**src/rtl/idle_pwr_pkg.sv**
```systemverilog
package idle_pwr_pkg;

  // Rounds a time window up to whole clock cycles, with a floor of one.
  function automatic int ceil_div(input int num, input int den);
    int q;
    q = (num + den - 1) / den;
    return (q < 1) ? 1 : q;
  endfunction

  // Index of each clock-enable channel in the packed enable vector
  localparam int CH_ARR = 0;
  localparam int CH_MC  = 1;
  localparam int N_CH   = 2;

endpackage

```
**src/rtl/ipc_change_detect.sv**
```systemverilog
module ipc_change_detect #(
  parameter int IN_W    = 61,
  parameter int SLICE_W = 8
) (
  input  logic            clk,
  input  logic            rst,
  input  logic [IN_W-1:0] bus_i,
  output logic            any_change_o
);
  localparam int NSL = (IN_W + SLICE_W - 1) / SLICE_W;

  logic [IN_W-1:0] prev_q;
  logic [IN_W-1:0] diff;
  logic [NSL-1:0]  slice_hit;

  always_ff @(posedge clk) begin
    if (rst) prev_q <= '0;
    else     prev_q <= bus_i;
  end

  assign diff = bus_i ^ prev_q;

  // Reduce the difference in slices to keep each OR gate narrow
  for (genvar s = 0; s < NSL; s++) begin : g_slice
    localparam int LO = s * SLICE_W;
    localparam int HI = (LO + SLICE_W > IN_W) ? IN_W - 1 : LO + SLICE_W - 1;
    assign slice_hit[s] = |diff[HI:LO];
  end

  assign any_change_o = |slice_hit;

  AST_CHANGE_MATCHES_BUS: assert property (@(posedge clk) disable iff (rst) !$past(rst) |-> (any_change_o == (bus_i != $past(bus_i))));

endmodule

```
**src/rtl/ipc_idle_timer.sv**
```systemverilog
module ipc_idle_timer #(
  parameter int IDLE_CYC = 7,
  parameter int CNT_W    = 3
) (
  input  logic             clk,
  input  logic             rst,
  input  logic             hold_i,
  output logic             armed_o,
  output logic [CNT_W-1:0] cnt_o
);
  localparam logic [CNT_W-1:0] LIM = CNT_W'(IDLE_CYC);

  logic [CNT_W-1:0] cnt_q;

  // Saturating count of quiet cycles; any hold request returns it to zero
  always_ff @(posedge clk) begin
    if (rst)               cnt_q <= '0;
    else if (hold_i)       cnt_q <= '0;
    else if (cnt_q != LIM) cnt_q <= cnt_q + 1'b1;
  end

  assign armed_o = (cnt_q == LIM);
  assign cnt_o   = cnt_q;

  AST_CNT_BOUND: assert property (@(posedge clk) disable iff (rst) cnt_q <= LIM);
  AST_HOLD_CLEARS: assert property (@(posedge clk) disable iff (rst) hold_i |=> (cnt_q == '0));
  AST_COUNT_STEP: assert property (@(posedge clk) disable iff (rst) (!hold_i && cnt_q != LIM) |=> (cnt_q == $past(cnt_q) + 1'b1));

endmodule

```
**src/rtl/ipc_clk_gate.sv**
```systemverilog
module ipc_clk_gate
  import idle_pwr_pkg::*;
(
  input  logic            clk,
  input  logic            rst,
  input  logic [N_CH-1:0] off_i,
  output logic [N_CH-1:0] en_o
);
  for (genvar c = 0; c < N_CH; c++) begin : g_ch
    logic en_q;

    always_ff @(posedge clk) begin
      if (rst) en_q <= 1'b1;
      else     en_q <= ~off_i[c];
    end

    assign en_o[c] = en_q;

    AST_EN_FOLLOWS_OFF: assert property (@(posedge clk) disable iff (rst) !$past(rst) |-> (en_o[c] == !$past(off_i[c])));
  end

endmodule

```
**src/rtl/idle_power_ctrl.sv**
```systemverilog
module idle_power_ctrl
  import idle_pwr_pkg::*;
#(
  parameter int IN_W           = 61,
  parameter int SLICE_W        = 8,
  parameter int CLK_PERIOD_PS  = 10000,
  parameter int IDLE_WINDOW_PS = 70000
) (
  input  logic            clk,
  input  logic            rst,
  input  logic [IN_W-1:0] in_bus,
  input  logic            turbo,
  input  logic            arr_clk_off,
  input  logic            mc_clk_off,
  output logic            lp_req,
  output logic            arr_clk_en,
  output logic            mc_clk_en
);
  localparam int IDLE_CYC = ceil_div(IDLE_WINDOW_PS, CLK_PERIOD_PS);
  localparam int CNT_W    = $clog2(IDLE_CYC + 1);

  logic             any_change;
  logic             armed;
  logic [CNT_W-1:0] idle_cnt;
  logic [N_CH-1:0]  off_vec;
  logic [N_CH-1:0]  en_vec;

  ipc_change_detect #(
    .IN_W    (IN_W),
    .SLICE_W (SLICE_W)
  ) u_detect (
    .clk          (clk),
    .rst          (rst),
    .bus_i        (in_bus),
    .any_change_o (any_change)
  );

  ipc_idle_timer #(
    .IDLE_CYC (IDLE_CYC),
    .CNT_W    (CNT_W)
  ) u_timer (
    .clk     (clk),
    .rst     (rst),
    .hold_i  (turbo | any_change),
    .armed_o (armed),
    .cnt_o   (idle_cnt)
  );

  // Wake path stays combinational so a toggling input clears the request at once
  assign lp_req = armed & ~any_change & ~turbo;

  assign off_vec[CH_ARR] = arr_clk_off;
  assign off_vec[CH_MC]  = mc_clk_off;

  ipc_clk_gate u_gate (
    .clk   (clk),
    .rst   (rst),
    .off_i (off_vec),
    .en_o  (en_vec)
  );

  assign arr_clk_en = en_vec[CH_ARR];
  assign mc_clk_en  = en_vec[CH_MC];

  AST_WAKE_ON_EDGE: assert property (@(posedge clk) disable iff (rst) (!$past(rst) && in_bus != $past(in_bus)) |-> !lp_req);
  AST_ENTRY_AFTER_QUIET: assert property (@(posedge clk) disable iff (rst) $rose(lp_req) |-> ($stable(in_bus) && $past(idle_cnt) == CNT_W'(IDLE_CYC - 1)));
  AST_TURBO_HOLDS_ZERO: assert property (@(posedge clk) disable iff (rst) turbo |=> (idle_cnt == '0));

endmodule

```
**config.mk**
```make
export PLATFORM = sky130hd
export DESIGN_NAME = idle_power_ctrl
export DESIGN_NICKNAME = d
export VERILOG_FILES = /design/src/rtl/idle_pwr_pkg.sv /design/src/rtl/ipc_change_detect.sv /design/src/rtl/ipc_idle_timer.sv /design/src/rtl/ipc_clk_gate.sv /design/src/rtl/idle_power_ctrl.sv
export SDC_FILE = /design/constraint.sdc
export NUM_CORES = 1
export LEC_CHECK = 0
export CAP_MARGIN = 20
export CORE_ASPECT_RATIO = 1.5
export CORE_MARGIN = 3
export CORE_UTILIZATION = 51
export DETAILED_ROUTE_END_ITERATION = 10
export GPL_TIMING_DRIVEN = 0
export PLACE_DENSITY = 0.88
export SYNTH_ARGS = -nofsm -noshare
export SYNTH_HDL_FRONTEND = slang
export SYNTH_SLANG_ARGS = --single-unit
```
**constraint.sdc**
```tcl
create_clock -name clk -period 2.7 [get_ports clk]
set_input_delay 0.54 -clock clk [delete_from_list [all_inputs] [get_ports clk]]
set_output_delay 0.54 -clock clk [all_outputs]
set_load 0.02 [all_outputs]
```
# Word level (Yosys, flattened, before mapping)
# Cells that the tools add are included.
# Widths: inputs -> output; s select.
totals:
  register_bits: 66
  inputBits: 66
  out_inout_bits: 3
  word_cells: 17
classes:
  addsub: 1
  eq_ne: 2
  bitwise: 8
  reduce_logical: 2
ops:
  columns: ["operator", "count"]
  rows:
  - ["$reduce_or 61->1", 1]
  - ["$xor 61x61->61", 1]
  - ["$not 1->1", 4]
  - ["$add 3x1->3 const B", 1]
  - ["$eq 3x3->1 const B", 1]
  - ["$ne 3x3->1 const B", 1]
  - ["$and 1x1->1", 2]
  - ["$reduce_or 2->1", 1]
  - ["$or 1x1->1", 1]

# Longest topological paths before layout
# Gate-level depths: netlist of run 1.
logic_depth:
  word_depth: 5
  ltp_mapped: 5
  depth_no_buf: 5

# Cells and area by module
# A second synthesis of run 1 with hierarchy kept.
unflattened:
  cells_unflattened: 230
  area_unflattened_um2: 2509.9
modules_own_cells:
  columns: ["module", "instances", "cells_per_inst", "area_per_inst_um2", "seq_area_each_um2"]
  rows:
  - ["ipc_change_detect", 1, 210, 2287.2, 1221.2]
  - ["ipc_idle_timer", 1, 12, 141.4, 60.1]
  - ["ipc_clk_gate", 1, 6, 67.6, 40.0]
  - ["idle_power_ctrl", 1, 2, 13.8, 0.0]

# Least setup slack after synthesis of run 1
# OpenSTA, ideal clock, no wires.
synth_timing:
  kind: "input to output"
  from: "in in_bus[46]"
  to: "out lp_req"
  arrival_ps: 1666
  t_required_ps: 2160
  path_slack_ps: 494
  cell_stages: 5
  n_path_buf: 0
  cell_sequence: "xor2_1 nor4_1 nand4_1 nor4_4 and4_1"
synth_between:
  elab_chain_len: 5
synth_rtl:
  columns: ["item", "line_no", "rtl"]
  rows:
  - ["from (decl)", "idle_power_ctrl.sv:11", "input logic [IN_W-1:0] in_bus,"]
  - ["$xor 61x61->61", "ipc_change_detect.sv:21", "assign diff = bus_i ^ prev_q;"]
  - ["$reduce_or 61->1", "ipc_change_detect.sv:30", "assign any_change_o = |slice_hit;"]
  - ["$not 1->1", "idle_power_ctrl.sv:50", "assign lp_req = armed & ~any_change & ~turbo;"]
  - ["$and 1x1->1 (2 in a row)", "idle_power_ctrl.sv:50", null]
  - ["to (decl)", "idle_power_ctrl.sv:15", "output logic lp_req,"]
# No other way between the ends.

# Worst setup path after layout of run 1
layout_timing:
  from: "in in_bus[41]"
  to: "out lp_req"
# The elaborated chain is that of the path after synthesis.

==> summary.txt, run 1 <==
Run status
  • Status: finished, final reports clean

Route
  • Residual DRC: 0
  • Drt pass-1 iters: 5
  • Vias post-DR: 1,858
  • WL per Instance: 13.9 um
  • Post-route ant nets: 0
  • Via density: 4.83
  • Final wirelength: 5.35 mm
  • Starting DRT DRC Count: 38

GRT
  • Largest net degree at the start of global routing: 12
  • Vias in the first global route: 1,976
  • Overflow after GRT: 0
  • Total GRT Usage: 19.7%
  • First-pass GRT wire length: 8.80 mm
  • Initial antenna violation count: 0

Setup path
  • Critical-path maximum fanout: 4
  • Kind of start point of the critical path: input pin
  • Crit-path cells: clkdlybuf4s50_1 > a22oi_2 > nand4_1 > nor4_4 > and4_1 > buf_6
  • Bufs and invs on worst path: 2
  • CP arrival: 2.11 ns
  • Critical path capture point type: primary output
  • CP Class: input pin to primary output
  • CP top delay family: simple AND/OR/NAND/NOR gates
  • Critical path's slowest cell: clkdlybuf4s50_1
  • Worst Path Required: 2.16 ns
  • Critical Path Max Stage Delay: 0.46 ns

Power and ir drop
  • Switching Share: 22.5%
  • Clock share of power: 40.0%
  • Register share of total power: 48.1%
  • Total power: 2170 uW
  • Static leakage: 0.00149 uW
  • VDD IR max: 0.418 mV
  • Power density over the cells: 612 mW/mm^2
  • Int Pwr: 1680 uW
  • Logic pwr share: 11.8%
  • P_sw: 489 uW

Timing
  • Slew @ Worst Pin: 0.588 ns
  • Final WS setup: 0.0466 ns
  • Worst Skew: 0.00410 ns
  • Final worst path period share: 98.3%
  • Relative slew slack: 60.8%
  • Final Hold Vio Count: 0
  • Final Max Tran Viols: 0
  • Final setup viols: 0
  • Final min period: 2.65 ns
  • Max frequency: 377 MHz

Synthesis
  • Seq/Total Area, Yosys: 52.0%
  • Syn nets: 305
  • Post-synthesis cell count: 237
  • Syn_area_per_cell: 10.7 sq um
  • Cell Area, Synth: 0.00254 sq mm
  • Number of synthesized register bits: 66
  • Yosys Warn Count: 0
  • Synth cell types: 24

Die
  • Initial Util: 54.6%
  • # rows: 30
  • Core Region: 0.00465 sq mm
  • # IOs: 69
  • Die Area: 0.00588 sq mm
  • Die Wd: 63.6 um
  • Die H: 92.5 um

Clock network
  • H-tree depth: 3
  • Longest Clk Path Bufs: 2
  • CTS clk-pin slew, worst paths: 0.07 ns
  • CTS Root Cell: clkbuf_8
  • Clock Sinks: 66
  • Num CTS Buffers: 9
  • Clk_lat worst skew: 0.34 ns
  • CTS Hold Bufs: 0
  • CTS tree: built

Final layout
  • Layout fillers: 365
  • Inserted Diodes: 0
  • # nets final: 385
  • Layout overhead on the synthesized area: 39.8%
  • Cell area after layout: 0.00355 sq mm
  • Fraction of layout cells with a size suffix above 1: 11.2%
  • Post-route insts no fill: 385

Placement
  • Global placer's final weighted congestion: 0.730
  • Dpl ws: -0.711 ns
  • Port Buffer Count: 67
  • Dpl hpwl: 3.82 mm
  • Placed cell areas: 0.00329 sq mm
  • Dpl cells: 368

Job
  • Max cap viols: 0

Min path
  • Path category of the worst min-delay check: input pin to flop
state kept, by name (all words and copies together), names as in the netlist:
signal / count
u_detect.prev_q: 61
u_gate.g_ch.en_q: 2
u_timer.cnt_o: 3
placed cells by master (no fill, tap or decap), types with 3 or more instances in the layout:
cell / instances
nor4_2: 4
nand4_1: 6
inv_2: 4
dlymetal6s2s_1: 5
clkinv_2: 3
clkbuf_8: 9
xnor2_1: 25
dfxtp_1: 66
nor2_1: 10
xor2_1: 30
clkbuf_1: 7
nor2b_1: 56
dlygate4sd2_1: 17
inv_1: 3
clkdlybuf4s50_1: 40
and4_1: 4
area by class of cell:
cell class	instances	area (sq um)	area share, %
sequential	66	1320	37.2
multi-input combinational	157	1220	34.4
timing repair buffer	69	668	18.8
clock buffer	9	124	3.49
clock inverter	6	82.6	2.32
tap	64	80.1	2.25
buffer	7	26.3	0.740
inverter	7	26.3	0.740
through the flow:
| step | hold slack (ns) | util (%) | setup TNS, ns |
|---|---|---|---|
| after floorplan | 0.614 | - | 0 |
| after global placement | 0.657 | 70.7 | -0.701 |
| after detailed placement | 0.685 | 70.7 | -0.711 |
| after CTS | 0.565 | 75.1 | 0 |
| after global routing | 0.454 | 76.3 | -0.0507 |
| final | 0.445 | 76.3 | 0 |
cell families (layout without fill, tap and decap cells):
group	count (synthesis)	after routing	share of synthesized area, %
AOI/OAI and AO/OA	8	8	2.26
xor gates and xnor gates	55	55	19.0
adders and majority gates	2	2	0.985
buffers and inverters	14	98	2.07
DFF	66	66	52.0
muxes	2	2	0.788
and+or+nand+nor	90	90	22.9
worst register-to-register path: stages, from the launching register on:
cell and delay, ns:
dfxtp_1 0.32, xor2_1 0.16, nor4_1 0.26, nand4_1 0.21
nor4_4 0.38, and4_1 0.23
metal layers:
layer	GRT usage, %	vias to the layer above	part of all wire, %
li1	-	933	-
met1	20.2	870	39
met2	35.5	47	54
met3	6.80	8	5.2
met4	8.65	0	1.8
met5	0	-	0
cell usage after synthesis:
| cell | n | area share, % |
|---|---|---|
| a22oi_1 | 2 | 0.59 |
| ha_1 | 2 | 0.98 |
| a21oi_1 | 1 | 0.20 |
| nor2b_1 | 56 | 14 |
| nor4_4 | 1 | 0.84 |
| o221ai_1 | 1 | 0.34 |
| dfxtp_1 | 66 | 52 |
| nand2b_1 | 2 | 0.49 |
| o22ai_1 | 2 | 0.49 |
| inv_2 | 2 | 0.30 |
| nor4_1 | 7 | 1.7 |
| clkbuf_1 | 7 | 1.0 |
| inv_1 | 5 | 0.74 |
| nor2_1 | 10 | 1.5 |
| nand4_1 | 6 | 1.5 |
| and4_4 | 1 | 0.44 |
| a211oi_1 | 1 | 0.30 |
| xnor2_1 | 25 | 8.6 |
| xor2_1 | 30 | 10 |
| and4_1 | 4 | 1.4 |
| mux2i_1 | 2 | 0.79 |
| o2bb2ai_1 | 1 | 0.34 |
| nor4b_1 | 1 | 0.34 |
| nand4_2 | 2 | 0.98 |
worst paths after layout:
| kind | end | slack [ns] | cells past startpoint | startpoint |
|---|---|---|---|---|
| max | lp_req | 0.05 | 6 | in_bus[41] |
| min | u_detect.prev_q[23] | 0.45 | 2 | in_bus[23] |
| max reg2reg | u_timer.cnt_o[2] | 1.09 | 5 | u_detect.prev_q[23] |
| min reg2reg | u_timer.cnt_o[1] | 0.69 | 3 | u_timer.cnt_o[1] |
power by group through the flow:
stage,registers [uW],logic (uW),clock network [uW]
2_1_floorplan,1070,121,0
3_3_place_gp,1060,253,0
3_5_place_dp,1070,258,0
4_1_cts,1050,252,883
5_1_grt,1050,282,930
6_report,1050,257,870
repair_timing:
action,in CTS,in global routing
endpoints found under the setup margin,1,1
gates resized for setup,29,20
setup buffers,1,1
pin swaps,12,9
Note: power is estimated with default switching activity, not from simulation.
==> run 2: changes to the inputs <==
Settings changed: CAP_MARGIN 20 to 0.
==> results of run 2 <==
The final DEF is identical to that of run 1; final timing and power are the same.
==> run 3: changes to the inputs <==
Settings changed: PLACE_DENSITY 0.88 to unset, PLACE_DENSITY_LB_ADDON set to 0.05.
==> summary.txt, run 3 (same netlist as run 1, synthesis figures left out) <==
Timing
  • Final WS setup: 0.0315 ns
  • Slew @ Worst Pin: 0.605 ns
  • Hold slack: 0.452 ns
  • Final setup viols: 0
  • Relative slew slack: 59.7%
  • Worst Skew: 0.0113 ns
  • Max frequency: 375 MHz
  • Final worst path period share: 98.8%
  • Final min period: 2.67 ns
  • Final Hold Vio Count: 0
  • Final Max Tran Viols: 0
  • RSZ-0062 raised after global routing: true

Route
  • WL per Instance: 14.3 um
  • Via density: 4.79
  • Final wirelength: 5.52 mm
  • Vias post-DR: 1,849
  • Post-route ant nets: 0
  • Drt pass-1 iters: 4
  • Starting DRT DRC Count: 69
  • Residual DRC: 0

Die
  • # IOs: 69
  • Die Area: 0.00588 sq mm
  • Die Wd: 63.6 um
  • # rows: 30
  • Die H: 92.5 um
  • Initial Util: 54.6%
  • Core Region: 0.00465 sq mm

Power and ir drop
  • Static leakage: 0.00150 uW
  • VDD IR max: 0.342 mV
  • Power density over the cells: 595 mW/mm^2
  • Register share of total power: 49.6%
  • Clock share of power: 38.0%
  • P_sw: 468 uW
  • Logic pwr share: 12.3%
  • Switching Share: 22.2%
  • Int Pwr: 1640 uW
  • Total power: 2110 uW

GRT
  • Vias in the first global route: 1,930
  • Initial antenna violation count: 0
  • Largest net degree at the start of global routing: 11
  • First-pass GRT wire length: 8.70 mm
  • Overflow after GRT: 0
  • Total GRT Usage: 19.7%

Setup path
  • R2R Path Start: u_detect.prev_q[40]
  • R2R Setup Slk: 1.02 ns
  • Worst-case reg-to-reg path depth: 6
  • Worst Setup SP: in_bus[55]
  • CP Class: input pin to primary output
  • Critical-path maximum fanout: 2
  • Critical Path Max Stage Delay: 0.51 ns
  • Worst Path Required: 2.16 ns
  • Critical path's slowest cell: clkdlybuf4s50_1
  • Critical path capture point type: primary output
  • Crit-path cells: clkdlybuf4s50_1 > xnor2_1 > nand4_1 > nor4_4 > and4_4 > buf_6
  • CP arrival: 2.13 ns
  • Kind of start point of the critical path: input pin
  • R2R Path End: u_timer.cnt_o[2]

Run status
  • Status: finished, final reports clean

Final layout
  • # nets final: 387
  • Fraction of layout cells with a size suffix above 1: 12.7%
  • Layout overhead on the synthesized area: 39.4%
  • Cell area after layout: 0.00354 sq mm
  • Most common cell after layout, fill and taps aside: dfxtp_1
  • Inserted Diodes: 0
  • Most frequent cells in the layout: 65 x dfxtp_1, 56 x nor2b_1, 45 x clkdlybuf4s50_1, 29 x xor2_1, 25 x xnor2_1
  • Final core utilization: 76.1%
  • Most flops, register: u_detect.prev_q
  • Number of flip-flops in the largest register: 61

Clock network
  • CTS Hold Bufs: 0
  • Num CTS Buffers: 9
  • CTS Root Cell: clkbuf_8
  • Longest Clk Path Bufs: 2
  • CTS tree: built
  • H-tree depth: 3
  • CTS clk-pin slew, worst paths: 0.06 ns
  • Clock Sinks: 66
  • Clk_lat worst skew: 0.33 ns

Min path
  • Hold path endpoint: u_detect.prev_q[60]
  • Path category of the worst min-delay check: input pin to flop
  • Critical hold path startpoint: in_bus[60]
  • Min-Delay Path Depth: 2

Placement
  • Placed cell areas: 0.00329 sq mm
  • Dpl ws: -0.709 ns
  • Port Buffer Count: 67
  • Dpl hpwl: 3.84 mm
  • Global placer's final weighted congestion: 0.731

Job
  • Max cap viols: 0
==> run 3: repair_timing <==
item,in CTS,in global routing
endpoints found under the hold margin,0,0
buffers inserted,3,1
pin swaps,12,17
cloned,0,0
setup endpoints to repair,1,1
resized for setup,27,26
==> run 3: per-stage QoR <==
| stage | setup TNS (ns) | instances |
|---|---|---|
| 2_1_floorplan | 0 | 237 |
| 3_3_place_gp | -0.708 | 368 |
| 3_5_place_dp | -0.709 | 368 |
| 4_1_cts | 0 | 385 |
| 5_1_grt | -0.0456 | 386 |
| 6_report | 0 | 386 |
==> run 3: power by group through the flow <==
stage | clock network, uW | logic [uW] | registers, uW
after floorplan | 0 | 121 | 1070
after global placement | 0 | 255 | 1060
after detailed placement | 0 | 259 | 1070
after CTS | 820 | 261 | 1050
after global routing | 860 | 285 | 1050
final | 802 | 260 | 1050
==> run 3: critical path: cells and delay by family <==
kind                      cells  cell delay (ns)
buffers and inverters         2             0.62
and+or+nand+nor               3             0.84
xor gates and xnor gates      1             0.13
==> run 3: layout make-up <==
| class | instances | area (sq um) |
|---|---|---|
| clock inverters | 3 | 40.0 |
| plain buffers | 7 | 26.3 |
| repair buffers | 71 | 669 |
| multi-input cells | 157 | 1230 |
| inverters | 7 | 26.3 |
| flip-flops and latches | 66 | 1320 |
| well taps | 64 | 80.1 |
| fillers | 346 | 1110 |
| clock buffers | 11 | 151 |
==> run 3: worst max path at each step <==
| stage | slack (ns) | endpoint |
|---|---|---|
| floorplan | 0.49 | lp_req |
| global placement | -0.71 | lp_req |
| detailed placement | -0.71 | lp_req |
| CTS | 0.008 | lp_req |
| global route | -0.05 | lp_req |
| finish | 0.03 | lp_req |
==> run 3: layer usage <==
layer / track usage, % / routed length [um] / vias up
li1: - / - / 931
met3: 5.22 / 216 / 11
met1: 21.4 / 2220 / 852
met2: 34.9 / 2930 / 55
met5: 0 / 0 / -
met4: 9.37 / 147 / 0
